<file path="config.mk">
export PLATFORM = sky130hd
export DESIGN_NAME = acl_rx_demux
export DESIGN_NICKNAME = d
export VERILOG_FILES = /design/src/rtl/acl_rx_pkg.sv /design/src/rtl/acl_rx_framer.sv /design/src/rtl/acl_rx_router.sv /design/src/rtl/acl_rx_chan.sv /design/src/rtl/acl_rx_demux.sv
export SDC_FILE = /design/constraint.sdc
export NUM_CORES = 1
export LEC_CHECK = 0
export CORE_MARGIN = 2
export CORE_UTILIZATION = 45
export DETAILED_ROUTE_END_ITERATION = 7
export PLACE_DENSITY = 0.7
export SLEW_MARGIN = 5
export SYNTH_ARGS = -nofsm -noshare
export SYNTH_HDL_FRONTEND = slang
export SYNTH_SLANG_ARGS = --single-unit
</file>
<file path="constraint.sdc">
create_clock -name clk -period 2.6 [get_ports clk]
set_clock_uncertainty 0.15 [all_clocks]
set_input_delay 0.39 -clock clk [delete_from_list [all_inputs] [get_ports clk]]
set_output_delay 0.39 -clock clk [all_outputs]
set_load 0.02 [all_outputs]
</file>
<file path="src/rtl/acl_rx_pkg.sv">
package acl_rx_pkg;
  localparam int ADDR_W = 3;

  typedef enum logic [1:0] {
    RT_NONE  = 2'b00,
    RT_CH_A  = 2'b01,
    RT_CH_B  = 2'b10,
    RT_UNUSED = 2'b11
  } route_e;

  localparam logic [ADDR_W-1:0] ADR_ASSIGN = 3'd0;
  localparam logic [ADDR_W-1:0] ADR_IEN    = 3'd1;
  localparam logic [ADDR_W-1:0] ADR_STAT_A = 3'd2;
  localparam logic [ADDR_W-1:0] ADR_HOLD_A = 3'd3;
  localparam logic [ADDR_W-1:0] ADR_STAT_B = 3'd4;
  localparam logic [ADDR_W-1:0] ADR_HOLD_B = 3'd5;
  localparam logic [ADDR_W-1:0] ADR_CADDR  = 3'd6;
  localparam logic [ADDR_W-1:0] ADR_CDATA  = 3'd7;
endpackage

</file>
<file path="src/rtl/acl_rx_framer.sv">
module acl_rx_framer #(
  parameter int TAG_W       = 16,
  parameter int SLOT_W      = 20,
  parameter int NUM_SLOTS   = 13,
  parameter int SYNC_STAGES = 2,
  localparam int SLOT_IW    = $clog2(NUM_SLOTS),
  localparam int BIT_IW     = $clog2(SLOT_W)
) (
  input  logic               clk,
  input  logic               rst_n,
  input  logic               bit_clk,
  input  logic               sync_in,
  input  logic               sdata_in,
  output logic               word_vld,
  output logic [SLOT_IW-1:0] word_slot,
  output logic [SLOT_W-1:0]  word_data
);
  logic [2:0] stg [SYNC_STAGES];
  logic bclk_s, sync_s, sd_s;
  logic bclk_d, sync_d;
  logic fall, sync_rise;
  logic active;
  logic [SLOT_IW-1:0] slot_idx;
  logic [BIT_IW-1:0]  bit_idx;
  logic [SLOT_W-1:0]  shreg;
  logic [BIT_IW-1:0]  last_bit;

  always_ff @(posedge clk or negedge rst_n) begin
    if (!rst_n) begin
      for (int i = 0; i < SYNC_STAGES; i++) stg[i] <= '0;
    end else begin
      stg[0] <= {bit_clk, sync_in, sdata_in};
      for (int i = 1; i < SYNC_STAGES; i++) stg[i] <= stg[i-1];
    end
  end

  assign bclk_s    = stg[SYNC_STAGES-1][2];
  assign sync_s    = stg[SYNC_STAGES-1][1];
  assign sd_s      = stg[SYNC_STAGES-1][0];
  assign fall      = bclk_d & ~bclk_s;
  assign sync_rise = fall & sync_s & ~sync_d;
  assign last_bit  = (slot_idx == '0) ? BIT_IW'(TAG_W - 1) : BIT_IW'(SLOT_W - 1);

  always_ff @(posedge clk or negedge rst_n) begin
    if (!rst_n) begin
      bclk_d    <= 1'b0;
      sync_d    <= 1'b0;
      active    <= 1'b0;
      slot_idx  <= '0;
      bit_idx   <= '0;
      shreg     <= '0;
      word_vld  <= 1'b0;
      word_slot <= '0;
      word_data <= '0;
    end else begin
      bclk_d   <= bclk_s;
      word_vld <= 1'b0;
      if (fall) begin
        sync_d <= sync_s;
        if (sync_rise) begin
          active   <= 1'b1;
          slot_idx <= '0;
          bit_idx  <= BIT_IW'(1);
          shreg    <= SLOT_W'(sd_s);
        end else if (active) begin
          shreg <= {shreg[SLOT_W-2:0], sd_s};
          if (bit_idx == last_bit) begin
            word_vld  <= 1'b1;
            word_slot <= slot_idx;
            word_data <= {shreg[SLOT_W-2:0], sd_s};
            bit_idx   <= '0;
            if (slot_idx == SLOT_IW'(NUM_SLOTS - 1)) active <= 1'b0;
            else slot_idx <= slot_idx + 1'b1;
          end else begin
            bit_idx <= bit_idx + 1'b1;
          end
        end
      end
    end
  end
endmodule

</file>
<file path="src/rtl/acl_rx_router.sv">
module acl_rx_router
  import acl_rx_pkg::*;
#(
  parameter int TAG_W     = 16,
  parameter int SLOT_W    = 20,
  parameter int NUM_SLOTS = 13,
  localparam int SLOT_IW  = $clog2(NUM_SLOTS),
  localparam int MAP_W    = 2 * (NUM_SLOTS - 3)
) (
  input  logic               clk,
  input  logic               rst_n,
  input  logic               word_vld,
  input  logic [SLOT_IW-1:0] word_slot,
  input  logic [SLOT_W-1:0]  word_data,
  input  logic [MAP_W-1:0]   assign_map,
  output logic               push_a,
  output logic               push_b,
  output logic [SLOT_W-1:0]  push_data,
  output logic               frame_ok,
  output logic [SLOT_W-1:0]  codec_addr,
  output logic [SLOT_W-1:0]  codec_data
);
  logic [TAG_W-1:0] tag_q;
  logic   slot_ok;
  route_e rt;

  assign frame_ok = tag_q[TAG_W-1];

  always_comb begin
    slot_ok = 1'b0;
    for (int s = 1; s < NUM_SLOTS; s++)
      if (int'(word_slot) == s) slot_ok = tag_q[TAG_W-1] & tag_q[TAG_W-1-s];
  end

  always_comb begin
    rt = RT_NONE;
    for (int s = 3; s < NUM_SLOTS; s++)
      if (int'(word_slot) == s) rt = route_e'(assign_map[2*(s-3) +: 2]);
  end

  always_comb begin
    push_a    = 1'b0;
    push_b    = 1'b0;
    push_data = word_data;
    if (word_vld && slot_ok && (int'(word_slot) >= 3)) begin
      unique case (rt)
        RT_CH_A: push_a = 1'b1;
        RT_CH_B: push_b = 1'b1;
        default: ;
      endcase
    end
  end

  always_ff @(posedge clk or negedge rst_n) begin
    if (!rst_n) begin
      tag_q      <= '0;
      codec_addr <= '0;
      codec_data <= '0;
    end else if (word_vld) begin
      if (word_slot == '0) tag_q <= word_data[TAG_W-1:0];
      if (slot_ok && word_slot == SLOT_IW'(1)) codec_addr <= word_data;
      if (slot_ok && word_slot == SLOT_IW'(2)) codec_data <= word_data;
    end
  end
endmodule

</file>
<file path="src/rtl/acl_rx_chan.sv">
module acl_rx_chan #(
  parameter int W = 20
) (
  input  logic         clk,
  input  logic         rst_n,
  input  logic         push,
  input  logic [W-1:0] push_data,
  input  logic         clr,
  output logic [W-1:0] hold,
  output logic         rdy,
  output logic         ovr
);
  always_ff @(posedge clk or negedge rst_n) begin
    if (!rst_n) begin
      hold <= '0;
      rdy  <= 1'b0;
      ovr  <= 1'b0;
    end else if (push) begin
      hold <= push_data;
      rdy  <= 1'b1;
      ovr  <= rdy | (ovr & ~clr);
    end else if (clr) begin
      rdy <= 1'b0;
      ovr <= 1'b0;
    end
  end
endmodule

</file>
<file path="src/rtl/acl_rx_demux.sv">
module acl_rx_demux
  import acl_rx_pkg::*;
#(
  parameter int TAG_W       = 16,
  parameter int SLOT_W      = 20,
  parameter int NUM_SLOTS   = 13,
  parameter int SYNC_STAGES = 2,
  localparam int SLOT_IW    = $clog2(NUM_SLOTS),
  localparam int MAP_W      = 2 * (NUM_SLOTS - 3)
) (
  input  logic              clk,
  input  logic              rst_n,
  input  logic              bit_clk,
  input  logic              sync_in,
  input  logic              sdata_in,
  input  logic [ADDR_W-1:0] bus_addr,
  input  logic              bus_we,
  input  logic [SLOT_W-1:0] bus_wdata,
  input  logic              bus_re,
  output logic [SLOT_W-1:0] bus_rdata,
  output logic              irq_a,
  output logic              irq_b
);
  logic               word_vld;
  logic [SLOT_IW-1:0] word_slot;
  logic [SLOT_W-1:0]  word_data;
  logic [MAP_W-1:0]   assign_q;
  logic [3:0]         ien_q;
  logic               push_a, push_b, frame_ok;
  logic [SLOT_W-1:0]  pdata, codec_addr, codec_data;
  logic [1:0]         push_v, clr_v, rdy_v, ovr_v, irq_v;
  logic [SLOT_W-1:0]  hold_v [2];

  acl_rx_framer #(
    .TAG_W(TAG_W), .SLOT_W(SLOT_W), .NUM_SLOTS(NUM_SLOTS), .SYNC_STAGES(SYNC_STAGES)
  ) u_framer (
    .clk(clk), .rst_n(rst_n), .bit_clk(bit_clk), .sync_in(sync_in), .sdata_in(sdata_in),
    .word_vld(word_vld), .word_slot(word_slot), .word_data(word_data)
  );

  acl_rx_router #(
    .TAG_W(TAG_W), .SLOT_W(SLOT_W), .NUM_SLOTS(NUM_SLOTS)
  ) u_router (
    .clk(clk), .rst_n(rst_n), .word_vld(word_vld), .word_slot(word_slot),
    .word_data(word_data), .assign_map(assign_q), .push_a(push_a), .push_b(push_b),
    .push_data(pdata), .frame_ok(frame_ok), .codec_addr(codec_addr), .codec_data(codec_data)
  );

  assign push_v = {push_b, push_a};

  always_comb begin
    clr_v[0] = bus_re && (bus_addr == ADR_STAT_A);
    clr_v[1] = bus_re && (bus_addr == ADR_STAT_B);
  end

  for (genvar c = 0; c < 2; c++) begin : g_chan
    acl_rx_chan #(.W(SLOT_W)) u_chan (
      .clk(clk), .rst_n(rst_n), .push(push_v[c]), .push_data(pdata), .clr(clr_v[c]),
      .hold(hold_v[c]), .rdy(rdy_v[c]), .ovr(ovr_v[c])
    );
    assign irq_v[c] = (rdy_v[c] & ien_q[2*c]) | (ovr_v[c] & ien_q[2*c+1]);
  end

  assign irq_a = irq_v[0];
  assign irq_b = irq_v[1];

  always_ff @(posedge clk or negedge rst_n) begin
    if (!rst_n) begin
      assign_q <= '0;
      ien_q    <= '0;
    end else if (bus_we) begin
      if (bus_addr == ADR_ASSIGN) assign_q <= bus_wdata[MAP_W-1:0];
      if (bus_addr == ADR_IEN)    ien_q    <= bus_wdata[3:0];
    end
  end

  always_ff @(posedge clk or negedge rst_n) begin
    if (!rst_n) begin
      bus_rdata <= '0;
    end else if (bus_re) begin
      unique case (bus_addr)
        ADR_ASSIGN: bus_rdata <= SLOT_W'(assign_q);
        ADR_IEN:    bus_rdata <= SLOT_W'(ien_q);
        ADR_STAT_A: bus_rdata <= SLOT_W'({ovr_v[0], rdy_v[0]});
        ADR_HOLD_A: bus_rdata <= hold_v[0];
        ADR_STAT_B: bus_rdata <= SLOT_W'({ovr_v[1], rdy_v[1]});
        ADR_HOLD_B: bus_rdata <= hold_v[1];
        ADR_CADDR:  bus_rdata <= codec_addr;
        default:    bus_rdata <= codec_data;
      endcase
    end
  end
endmodule

</file>
=== Word level (Yosys, flattened, before mapping) ===
Cells that the tools add are included.
Widths: inputs -> output; s select.

* Input port bits: 30
* Register bits after elaboration: 206
* Output and inout bits: 22

* Reduce and logical (&&, ||, !) cells: 21
* Mux-type cells: 51
* Equal/unequal tests: 25
* Bitwise gates (word level): 30
* $add $sub $neg: 2
* Order comparisons: 1

{| class="wikitable"
|+ Operators by type and width
! cell !! number
|-
| $pmux 20 s7 || 1
|-
| $mux 19 || 2
|-
| $eq 4x4->1 const B || 9
|-
| $mux 1 || 30
|-
| $and 1x1->1 || 21
|-
| $mux 2 || 10
|-
| $mux 5 || 4
|-
| $mux 4 || 4
|-
| $eq 4x3->1 const B || 3
|-
| $reduce_and 2->1 || 6
|-
| $eq 3x3->1 const B || 3
|-
| $eq 4x2->1 const B || 2
|-
| $logic_not 4->1 || 2
|-
| $reduce_and 4->1 || 2
|-
| $reduce_bool 2->1 || 4
|-
| $eq 3x2->1 const B || 2
|-
| $logic_and 1x1->1 || 6
|-
| $add 5x1->5 const B || 1
|-
| $eq 5x5->1 || 1
|-
| $not 1->1 || 5
|-
| $add 4x1->4 const B || 1
|-
| $eq 4x1->1 const B || 1
|-
| $ge 4x2->1 const B || 1
|-
| $or 1x1->1 || 4
|-
| other kinds (5) || 5
|}

=== Longest topological paths before layout ===
Gate-level depths: netlist (run 1).

* Depth in word-level cells: 17
* Mapped depth: 10
* Depth with buffers taken out: 8

=== Modules after synthesis ===
Synthesis (run 1) repeated with hierarchy kept, for this count alone.

* Cell total of the unflattened synthesis: 790
* Area total of the unflattened synthesis: 9595.5 µm²

{| class="wikitable"
|+ By module, submodules not included
! module !! seq. area each (µm²) !! area an instance (µm²) !! cells an instance !! instances
|-
| acl_rx_router || 1326.3 || 2718.9 || 214 || 1
|-
| acl_rx_framer || 1551.5 || 2641.3 || 222 || 1
|-
| acl_rx_demux || 1101.1 || 2598.7 || 260 || 1
|-
| acl_rx_chan || 550.5 || 818.3 || 47 || 2
|}

=== Worst setup path after synthesis (run 1) ===
OpenSTA, ideal clock, no wires.

* Path type: register to register
* Start point: register u_framer.slot_idx[0]
* End point: register u_framer.word_data[0]
* Cell stages (with the launch flop): 10
* Library setup time: 0.125 ns
* Clock period less this slack: 2.428 ns
* Setup slack: 0.172 ns
* Arrival: 2.154 ns
* Cells stage by stage: dfrtp_1 inv_1 ha_1 nor3b_1 mux2_2 nand2_1 or3_1 buf_2 buf_2 mux2_2

* Longest elaborated chain between the ends: 4

{| class="wikitable"
|+ Ends and longest elaborated chain
! what !! line !! text
|-
| from (decl) || acl_rx_framer.sv:23 || <nowiki>logic [SLOT_IW-1:0] slot_idx;</nowiki>
|-
| from (signal assigned) || acl_rx_framer.sv:73 || <nowiki>else slot_idx <= slot_idx + 1'b1;</nowiki>
|-
| $logic_not 4->1 || acl_rx_framer.sv:42 || <nowiki>assign last_bit = (slot_idx == '0) ? BIT_IW'(TAG_W - 1) : BIT_IW'(SLOT_W - 1);</nowiki>
|-
| $mux 5 || acl_rx_framer.sv:42 ||
|-
| $eq 5x5->1 || acl_rx_framer.sv:67 || <nowiki>if (bit_idx == last_bit) begin</nowiki>
|-
| $reduce_and 4->1 (no source line) || n/a ||
|-
| to (signal assigned) || acl_rx_framer.sv:70 || <nowiki>word_data <= {shreg[SLOT_W-2:0], sd_s};</nowiki>
|-
| to (decl) || acl_rx_framer.sv:16 || <nowiki>output logic [SLOT_W-1:0] word_data</nowiki>
|}

No other way between the ends.
A chain may end at the register's enable or synchronous reset.

=== Worst setup path after layout (run 1) ===
* Start point: register u_framer.word_slot[1]
* End point: register g_chan[1].u_chan.hold[18]

* Longest elaborated chain between the ends: 16

{| class="wikitable"
|+ Ends and longest elaborated chain
! what !! line !! text
|-
| from (decl) || acl_rx_framer.sv:15 || <nowiki>output logic [SLOT_IW-1:0] word_slot,</nowiki>
|-
| from (signal assigned) || acl_rx_framer.sv:69 || <nowiki>word_slot <= slot_idx;</nowiki>
|-
| $eq 4x2->1 || acl_rx_router.sv:32 || <nowiki>if (int'(word_slot) == s) slot_ok = tag_q[TAG_W-1] & tag_q[TAG_W-1-s];</nowiki>
|-
| $mux 1 (12 in series) || acl_rx_router.sv:32 ||
|-
| $logic_and 1x1->1 (2 in series) || acl_rx_router.sv:45 || <nowiki>if (word_vld && slot_ok && (int'(word_slot) >= 3)) begin</nowiki>
|-
| $mux 1 (*) || acl_rx_router.sv:45 ||
|-
| to (signal assigned) || acl_rx_chan.sv:19 || <nowiki>hold <= push_data;</nowiki>
|-
| to (decl) || acl_rx_chan.sv:9 || <nowiki>output logic [W-1:0] hold,</nowiki>
|}

Every way passes the cells marked *; elsewhere a longest branch is shown, timed or not.

==> results of run 1 <==
==> cell usage in the layout (no fill, tap or decap), types with 6 or more instances in the layout <==
cell and count:
a221oi_1 17, o21ai_0 14, inv_1 10, bufinv_16 6, dfrtp_1 201, mux2_2 134, a22oi_1 16, buf_4 33
o21ai_1 10, nand2_1 64, buf_12 10, nand3b_1 7, and3b_1 6, a21oi_1 50, mux2i_1 6, nor2_1 19
mux2_4 36, clkbuf_16 23, nand3_1 11, clkdlybuf4s50_1 49
==> metrics by stage <==
step | total power, mW | hold slack [ns] | instance area [um^2] | setup WS [ns] | utilization, %
after CTS | 7.74 | 0.162 | 11200 | 0.0413 | 55.2
after floorplan | 3.88 | -0.0556 | 9280 | 0.172 | -
final | 7.67 | 0.177 | 11200 | 0.0923 | 55.2
after global placement | 4.22 | 0.183 | 10300 | 0.143 | 51.1
after global routing | 7.96 | 0.171 | 11200 | 0.00591 | 55.2
after detailed placement | 4.23 | 0.186 | 10300 | 0.0559 | 51.1
==> worst max-delay path by stage <==
stage	start	end	slack (ns)
floorplan	u_framer.slot_idx[0]	u_framer.word_data[0]	0.17
global placement	u_framer.word_slot[1]	g_chan[1].u_chan.hold[17]	0.14
detailed placement	u_framer.word_slot[1]	g_chan[1].u_chan.hold[18]	0.06
CTS	u_framer.word_slot[1]	g_chan[1].u_chan.hold[18]	0.04
global route	u_framer.word_slot[1]	g_chan[1].u_chan.hold[18]	0.006
finish	u_framer.word_slot[1]	g_chan[1].u_chan.hold[18]	0.09
==> sequential cells by signal (all words and copies together), names as in the netlist <==
name                 cells
u_router.codec_addr     20
g_chan.u_chan.ovr        2
u_framer.word_slot       4
u_framer.bclk_d          1
u_router.tag_q          13
u_framer.sync_d          1
u_framer.bit_idx         5
u_framer.word_data      20
g_chan.u_chan.hold      40
u_framer.stg             4
ien_q                    4
u_framer.word_vld        1
u_framer.shreg          19
u_framer.slot_idx        4
u_framer.active          1
assign_q                20
g_chan.u_chan.rdy        2
bus_rdata               20
u_framer.bclk_s          1
u_router.codec_data     20
u_framer.sd_s            1
==> repair_timing <==
item,4_1_cts,5_1_grt
endpoints found under the setup margin,0,61
endpoints found under the hold margin,50,0
hold buffers,1,0
gates resized for setup,0,3
==> cell families (layout without fill, tap and decap cells) <==
group	Yosys count	after routing	synth area share, %
AOI/OAI and AO/OA	133	133	9.63
xor gates and xnor gates	3	3	0.283
adders and majority gates	3	3	0.405
buffers and inverters	60	144	3.10
DFF	203	203	54.8
muxes	183	183	23.8
and+or+nand+nor	142	142	7.97
==> routing by layer <==
layer,up-vias,track usage (%)
met4,0,5.87
met5,-,0
met1,3073,26.9
li1,2788,-
met2,127,31.0
met3,42,2.81
==> area by class of cell <==
class,count,area [um^2],area share (%)
Tap cell,270,338,3.02
Timing Repair Buffer,95,967,8.66
Multi-Input combinational cell,464,3930,35.1
Clock buffer,26,597,5.34
Clock inverter,13,221,1.98
Sequential cell,203,5080,45.5
Inverter,10,37.5,0.336
==> worst max-delay path: stages, from the launching register on <==
cell	delay, ns
dfrtp_2	0.47
buf_4	0.17
nor3b_2	0.17
o21ai_0	0.14
a221o_1	0.42
a21oi_4	0.22
o211ai_4	0.12
buf_4	0.22
mux2_4	0.31
==> power groups by stage <==
stage | logic [mW] | clock network [mW] | registers, mW
6_report | 0.636 | 3.50 | 3.53
3_5_place_dp | 0.642 | 0 | 3.59
2_1_floorplan | 0.318 | 0 | 3.56
5_1_grt | 0.702 | 3.70 | 3.56
3_3_place_gp | 0.628 | 0 | 3.59
4_1_cts | 0.646 | 3.56 | 3.53
==> results.md, run 1 <==
- Cells after synthesis: roughly 730
- Fraction of post-synthesis cell area in the top cell type by area: a little over half
- Proportion of layout cells with a drive suffix above 1: 32.7%
- Number of nets still failing antenna checks after routing: 0
- Total Wirelength: 20.4 mm
- Avg Cell Area, Syn: approximately 13 um^2
- Top cell types by occurrence after synthesis: dfrtp_1, mux2_2, nand2_1
- Beginning of the worst register-to-register path: u_framer.word_slot[1]
- Max frequency: between 0.3 and 0.4 GHz
- Unrepaired setup endpoints after global routing: false
- Post-synthesis async set-or-reset flop share: 100%
- Worst hold stages: 1
- DRC viols: 0
- Via-to-Cell Ratio: 5.58
- Clock buffer count from CTS: 22
- Final cell count without fillers: 1081
- Standby leakage power: just over 5 nW
- Time the final worst path needs with I/O delays and setup: ~2.5 ns
- Net Sw Power: between 1.5 and 2 mW
- Cell count after placement: between 1000 and 1500
- Clk Latency, worst-skew pair: 0.50 ns
- Cell depth of the worst flop-to-flop path: 8
- Routability-driven placement congestion ratio: roughly 0.84
- DIE WIDTH: approximately 150 um
- Port Buffer Count: slightly above 50
- Final critical-path share of the clock period: 96.4%
- Die Y-Extent: between 100 and 150 um
- Type of origin of the critical path: register
- Worst min-delay path category: input port to register
- Internal Dissipation: a little under 6 mW
- Combinational cell fraction of total power: under 10%
- Endpoint of the worst hold-timing path: u_framer.stg[5]
- Status: finished, final reports clean
- Net count of the finished layout: 829
- Starting Density: a little under half
- Launch instance of the worst min-delay path: bit_clk
- Final Max Slew Viols: 0
- Final hold viol count: 0
- Max-cap violation count: 0
- WL met3: roughly 770 um
- Via count: 6030
- Required time at the endpoint of the critical path: around 2.8 ns
- Proportion of total power due to net switching: 23.1%
- Rows: 52
- Drt pass-1 iters: 4
- Library cell with the highest instance count after synthesis: dfrtp_1
- Flip-flop and latch count after synthesis: approximately 200
- Yosys cell types: 54
- Highest metal layer with signal wires: met4
- Initial antenna violation count: 0
- Post-synth design cell area: about 9300 um^2
- Pin slew with the least headroom to its limit: roughly 0.59 ns
- Classification of the worst setup path: register to register
- Fillcell total: approximately 1700
- Ranking of synthesized cells by area: dfrtp_1, mux2_2, mux2_4, a21oi_1, nand2_1
- Number of top-level pins: 52
- Post-synth net total: 760
- Violation count after the first detailed-routing iteration: ~450
- Critical path endpoint category: register
- WP data arrival: ~2.7 ns
- Sequential element share of the synthesized area: roughly 55%
- Wl on met1: about 9.4 mm
- Number of clock sinks seen by CTS: a little over 200
- Avg WL per Cell: between 15 and 20 um
- Core Area: 20200 um^2
- Synthesis-to-layout area growth: 20.4%
- DIE AREA: 21800 um^2
- Clock network fraction of total power: between 40% and 50%
- Wire length on met2: slightly below 10 mm
- CTS root buf: clkbuf_16
- Peak VDD IR: 311 uV
- Fraction of power consumed by sequential logic: a little under half
- TritonCTS clock tree: yes
- Max Root-Sink Buffers: 3
- Number of global-route vias before repair: approximately 6300
- Total of warnings raised by yosys: 0
- R2R setup slack: approximately 0.092 ns
- Worst Path Max Fanout: 10
- Count of flip-flops with a built-in enable after synthesis: 0
- Total overflow reported by the global router: 0
- H-tree levels: 1
- Wire length of the first global-routing pass: 33.7 mm
- Power per cell area: a little under 700 nW/um^2
- Final sum of negative setup slack: 0 ns
- Number of failing setup endpoints in the final timing report: 0
- Clock transition at the registers of the reported paths: 0.06 ns
- Largest net degree at the start of global routing: 55
- Post-CTS Setup Bufs: 0
- Synth area leader: dfrtp_1
- RR Endpoint: g_chan[1].u_chan.hold[18]
- ANT cells: 0
- GRT Overall Usage: between 10% and 20%
- Slew margin rel.: about three fifths
- Primary FF master, synth: dfrtp_1
- Sum of net half-perimeters after detailed placement: around 14 mm
(Power assumes the default switching activity.)
==> inputs of run 2 (changes only) <==
CTS_CLUSTER_DIAMETER = 200   (was unset)
MAX_ROUTING_LAYER = met4   (was unset)
PLACE_DENSITY = 0.68   (was 0.7)
clock period = 2.85 ns   (was 2.6 ns; I/O delays follow)
==> results.md, run 2 (same netlist as run 1, synthesis figures left out) <==
- Status: finished, final reports clean
- Total overflow reported by the global router: 0
- Peak VDD IR: ~330 uV
- Synthesis-to-layout area growth: 19.5%
- Number of nets still failing antenna checks after routing: 0
- Net Sw Power: 1.60 mW
- CP Cell Sequence: buf_4, nor4bb_1, a311oi_1, o21ai_0, o21ai_1, o211ai_4, buf_4, mux2_2
- Sum of net half-perimeters after detailed placement: around 14 mm
- Fraction of power consumed by sequential logic: a little under half
- Slew margin rel.: 47.7%
- Final cell count without fillers: ~1100
- Worst Path Max Fanout: 17
- Internal Dissipation: about 5.4 mW
- Core Area: 20200 um^2
- Routability-driven placement congestion ratio: between 0.8 and 0.9
- Pre-CTS WS: approximately 0.14 ns
- Clock buffer count from CTS: 22
- Via count: between 6000 and 7000
- DRC viols: 0
- Final setup margin: 0.226 ns
- Rows: 52
- Final sum of negative setup slack: 0 ns
- DIE WIDTH: between 100 and 150 um
- Standby leakage power: 5.14 nW
- Wire length of the first global-routing pass: between 30 and 40 mm
- Most frequent standard cell in the layout excluding fill and tap cells: dfrtp_1
- Proportion of layout cells with a drive suffix above 1: 31.8%
- Starting Density: between 40 and 50%
- Pin slew with the least headroom to its limit: 0.785 ns
- Type of origin of the critical path: register
- Cell depth of the worst flop-to-flop path: 8
- GRT Overall Usage: 20.2%
- Launch instance of the worst min-delay path: u_framer.stg[3]
- Clk Latency, worst-skew pair: around 0.5 ns
- Final Max Slew Viols: 0
- ANT cells: 0
- Placed standard-cell area: roughly 10000 um^2
- Port Buffer Count: 51
- Multi-input gate area in the final layout: ~3900 um^2
- Final hold viol count: 0
- Clock transition at the registers of the reported paths: ~0.060 ns
- Number of clock sinks seen by CTS: roughly 200
- Worst Path Buf+Inv: 2
- Net count of the finished layout: about 820
- Worst hold slack: between 0.15 and 0.2 ns
- WP data arrival: about 2.9 ns
- Endpoint of the worst hold-timing path: u_framer.sd_s
- Clock network fraction of total power: 45.2%
- Drt pass-1 iters: 4
- Critical Path Most Common Cell: buf_4
- Violation count after the first detailed-routing iteration: around 360
- Worst hold stages: 0
- TritonCTS clock tree: yes
- Fillcell total: approximately 1700
- Number of global-route vias before repair: between 6000 and 7000
- Via-to-Cell Ratio: 5.65
- Time the final worst path needs with I/O delays and setup: 2.62 ns
- Total Wirelength: ~21 mm
- DIE AREA: around 22000 um^2
- Avg WL per Cell: just under 20 um
- Worst min-delay path category: register to register
- Number of failing setup endpoints in the final timing report: 0
- Slowest Stage Delay on Critical Path: 0.48 ns
- Initial antenna violation count: 0
- Power per cell area: 629 nW/um^2
- H-tree levels: 1
- Unrepaired setup endpoints after global routing: false
- Flip-flop count of the largest register after layout: 40
- Classification of the worst setup path: register to register
- Combinational cell fraction of total power: about 8.4%
- Cell count after placement: about 1000
- Critical path endpoint category: register
- R2R setup slack: about 0.23 ns
- Final critical-path share of the clock period: between 90 and 100%
- CTS root buf: clkbuf_16
- Cell family contributing the most delay on the critical path: compound AO/OA/AOI/OAI gates
- Die Y-Extent: 148 um
- Beginning of the worst register-to-register path: u_framer.word_slot[1]
- Max frequency: 0.381 GHz
- Summed area of non-filler cells in the final layout: approximately 11000 um^2
- RR Endpoint: g_chan[0].u_chan.hold[0]
- Required time at the endpoint of the critical path: around 3.1 ns
- Post-CTS Setup Bufs: 0
- Max-cap violation count: 0
- Post-layout util: 54.8%
- Reg with most FFs: g_chan.u_chan.hold
- Proportion of total power due to net switching: roughly 23%
- Max Root-Sink Buffers: 3
- Most frequent cells in the layout: dfrtp_1, mux2_2, nand2_1
- Library cell contributing the largest single delay on the critical path: dfrtp_1
- Total chip power: between 6 and 7 mW
- Area taken by flip-flops and latches: about 5000 um^2
- Largest net degree at the start of global routing: slightly above 80
- Number of top-level pins: 52
==> run 2: how the worst max path moves through the flow <==
stage | startpoint | to | depth (start not counted)
final | u_framer.word_slot[1] | g_chan[0].u_chan.hold[0] | 8
after global routing | u_framer.word_slot[1] | u_router.codec_addr[17] | 8
after CTS | u_framer.word_slot[2] | u_router.codec_addr[17] | 7
after detailed placement | bus_addr[0] | bus_rdata[0] | 7
after global placement | bus_addr[0] | bus_rdata[0] | 7
after floorplan | u_framer.slot_idx[0] | u_framer.word_data[0] | 9
==> run 2: layout make-up <==
type / count / share of cell area (%)
flip-flops and latches: 203 / 45.9
multi-input cells: 464 / 35.4
repair buffers: 88 / 8.07
clock buffers: 29 / 5.76
well taps: 270 / 3.05
clock inverters: 10 / 1.58
inverters: 10 / 0.339
==> run 2: per-layer routing <==
metal | global-route usage, % | routed length [um] | share of wire, % | up-vias
met5 | - | 0 | 0 | -
met4 | 4.90 | 421 | 2.0 | 0
met3 | 2.50 | 875 | 4.2 | 37
met2 | 32.9 | 10200 | 49 | 140
met1 | 27.4 | 9430 | 45 | 3126
li1 | - | - | - | 2765
==> run 2: power by group through the flow <==
stage / Sequential, mW / Clock, mW / Combinational, mW
after floorplan: 3.25 / 0 / 0.290
after global placement: 3.27 / 0 / 0.568
after detailed placement: 3.28 / 0 / 0.587
after CTS: 3.23 / 3.21 / 0.592
after global routing: 3.26 / 3.36 / 0.640
final: 3.23 / 3.15 / 0.583
==> run 2: repair_timing <==
| action | 4_1_cts | 5_1_grt |
|---|---|---|
| gates resized for setup | 0 | 2 |
| endpoints found under the setup margin | 0 | 25 |
| hold buffers | 1 | 0 |
| hold endpoints to repair | 77 | 0 |
==> inputs of run 3 (changes only) <==
CAP_MARGIN = 30   (was unset)
==> results of run 3 <==
Same layout as run 2: the final DEF is identical, and so are final timing and power.
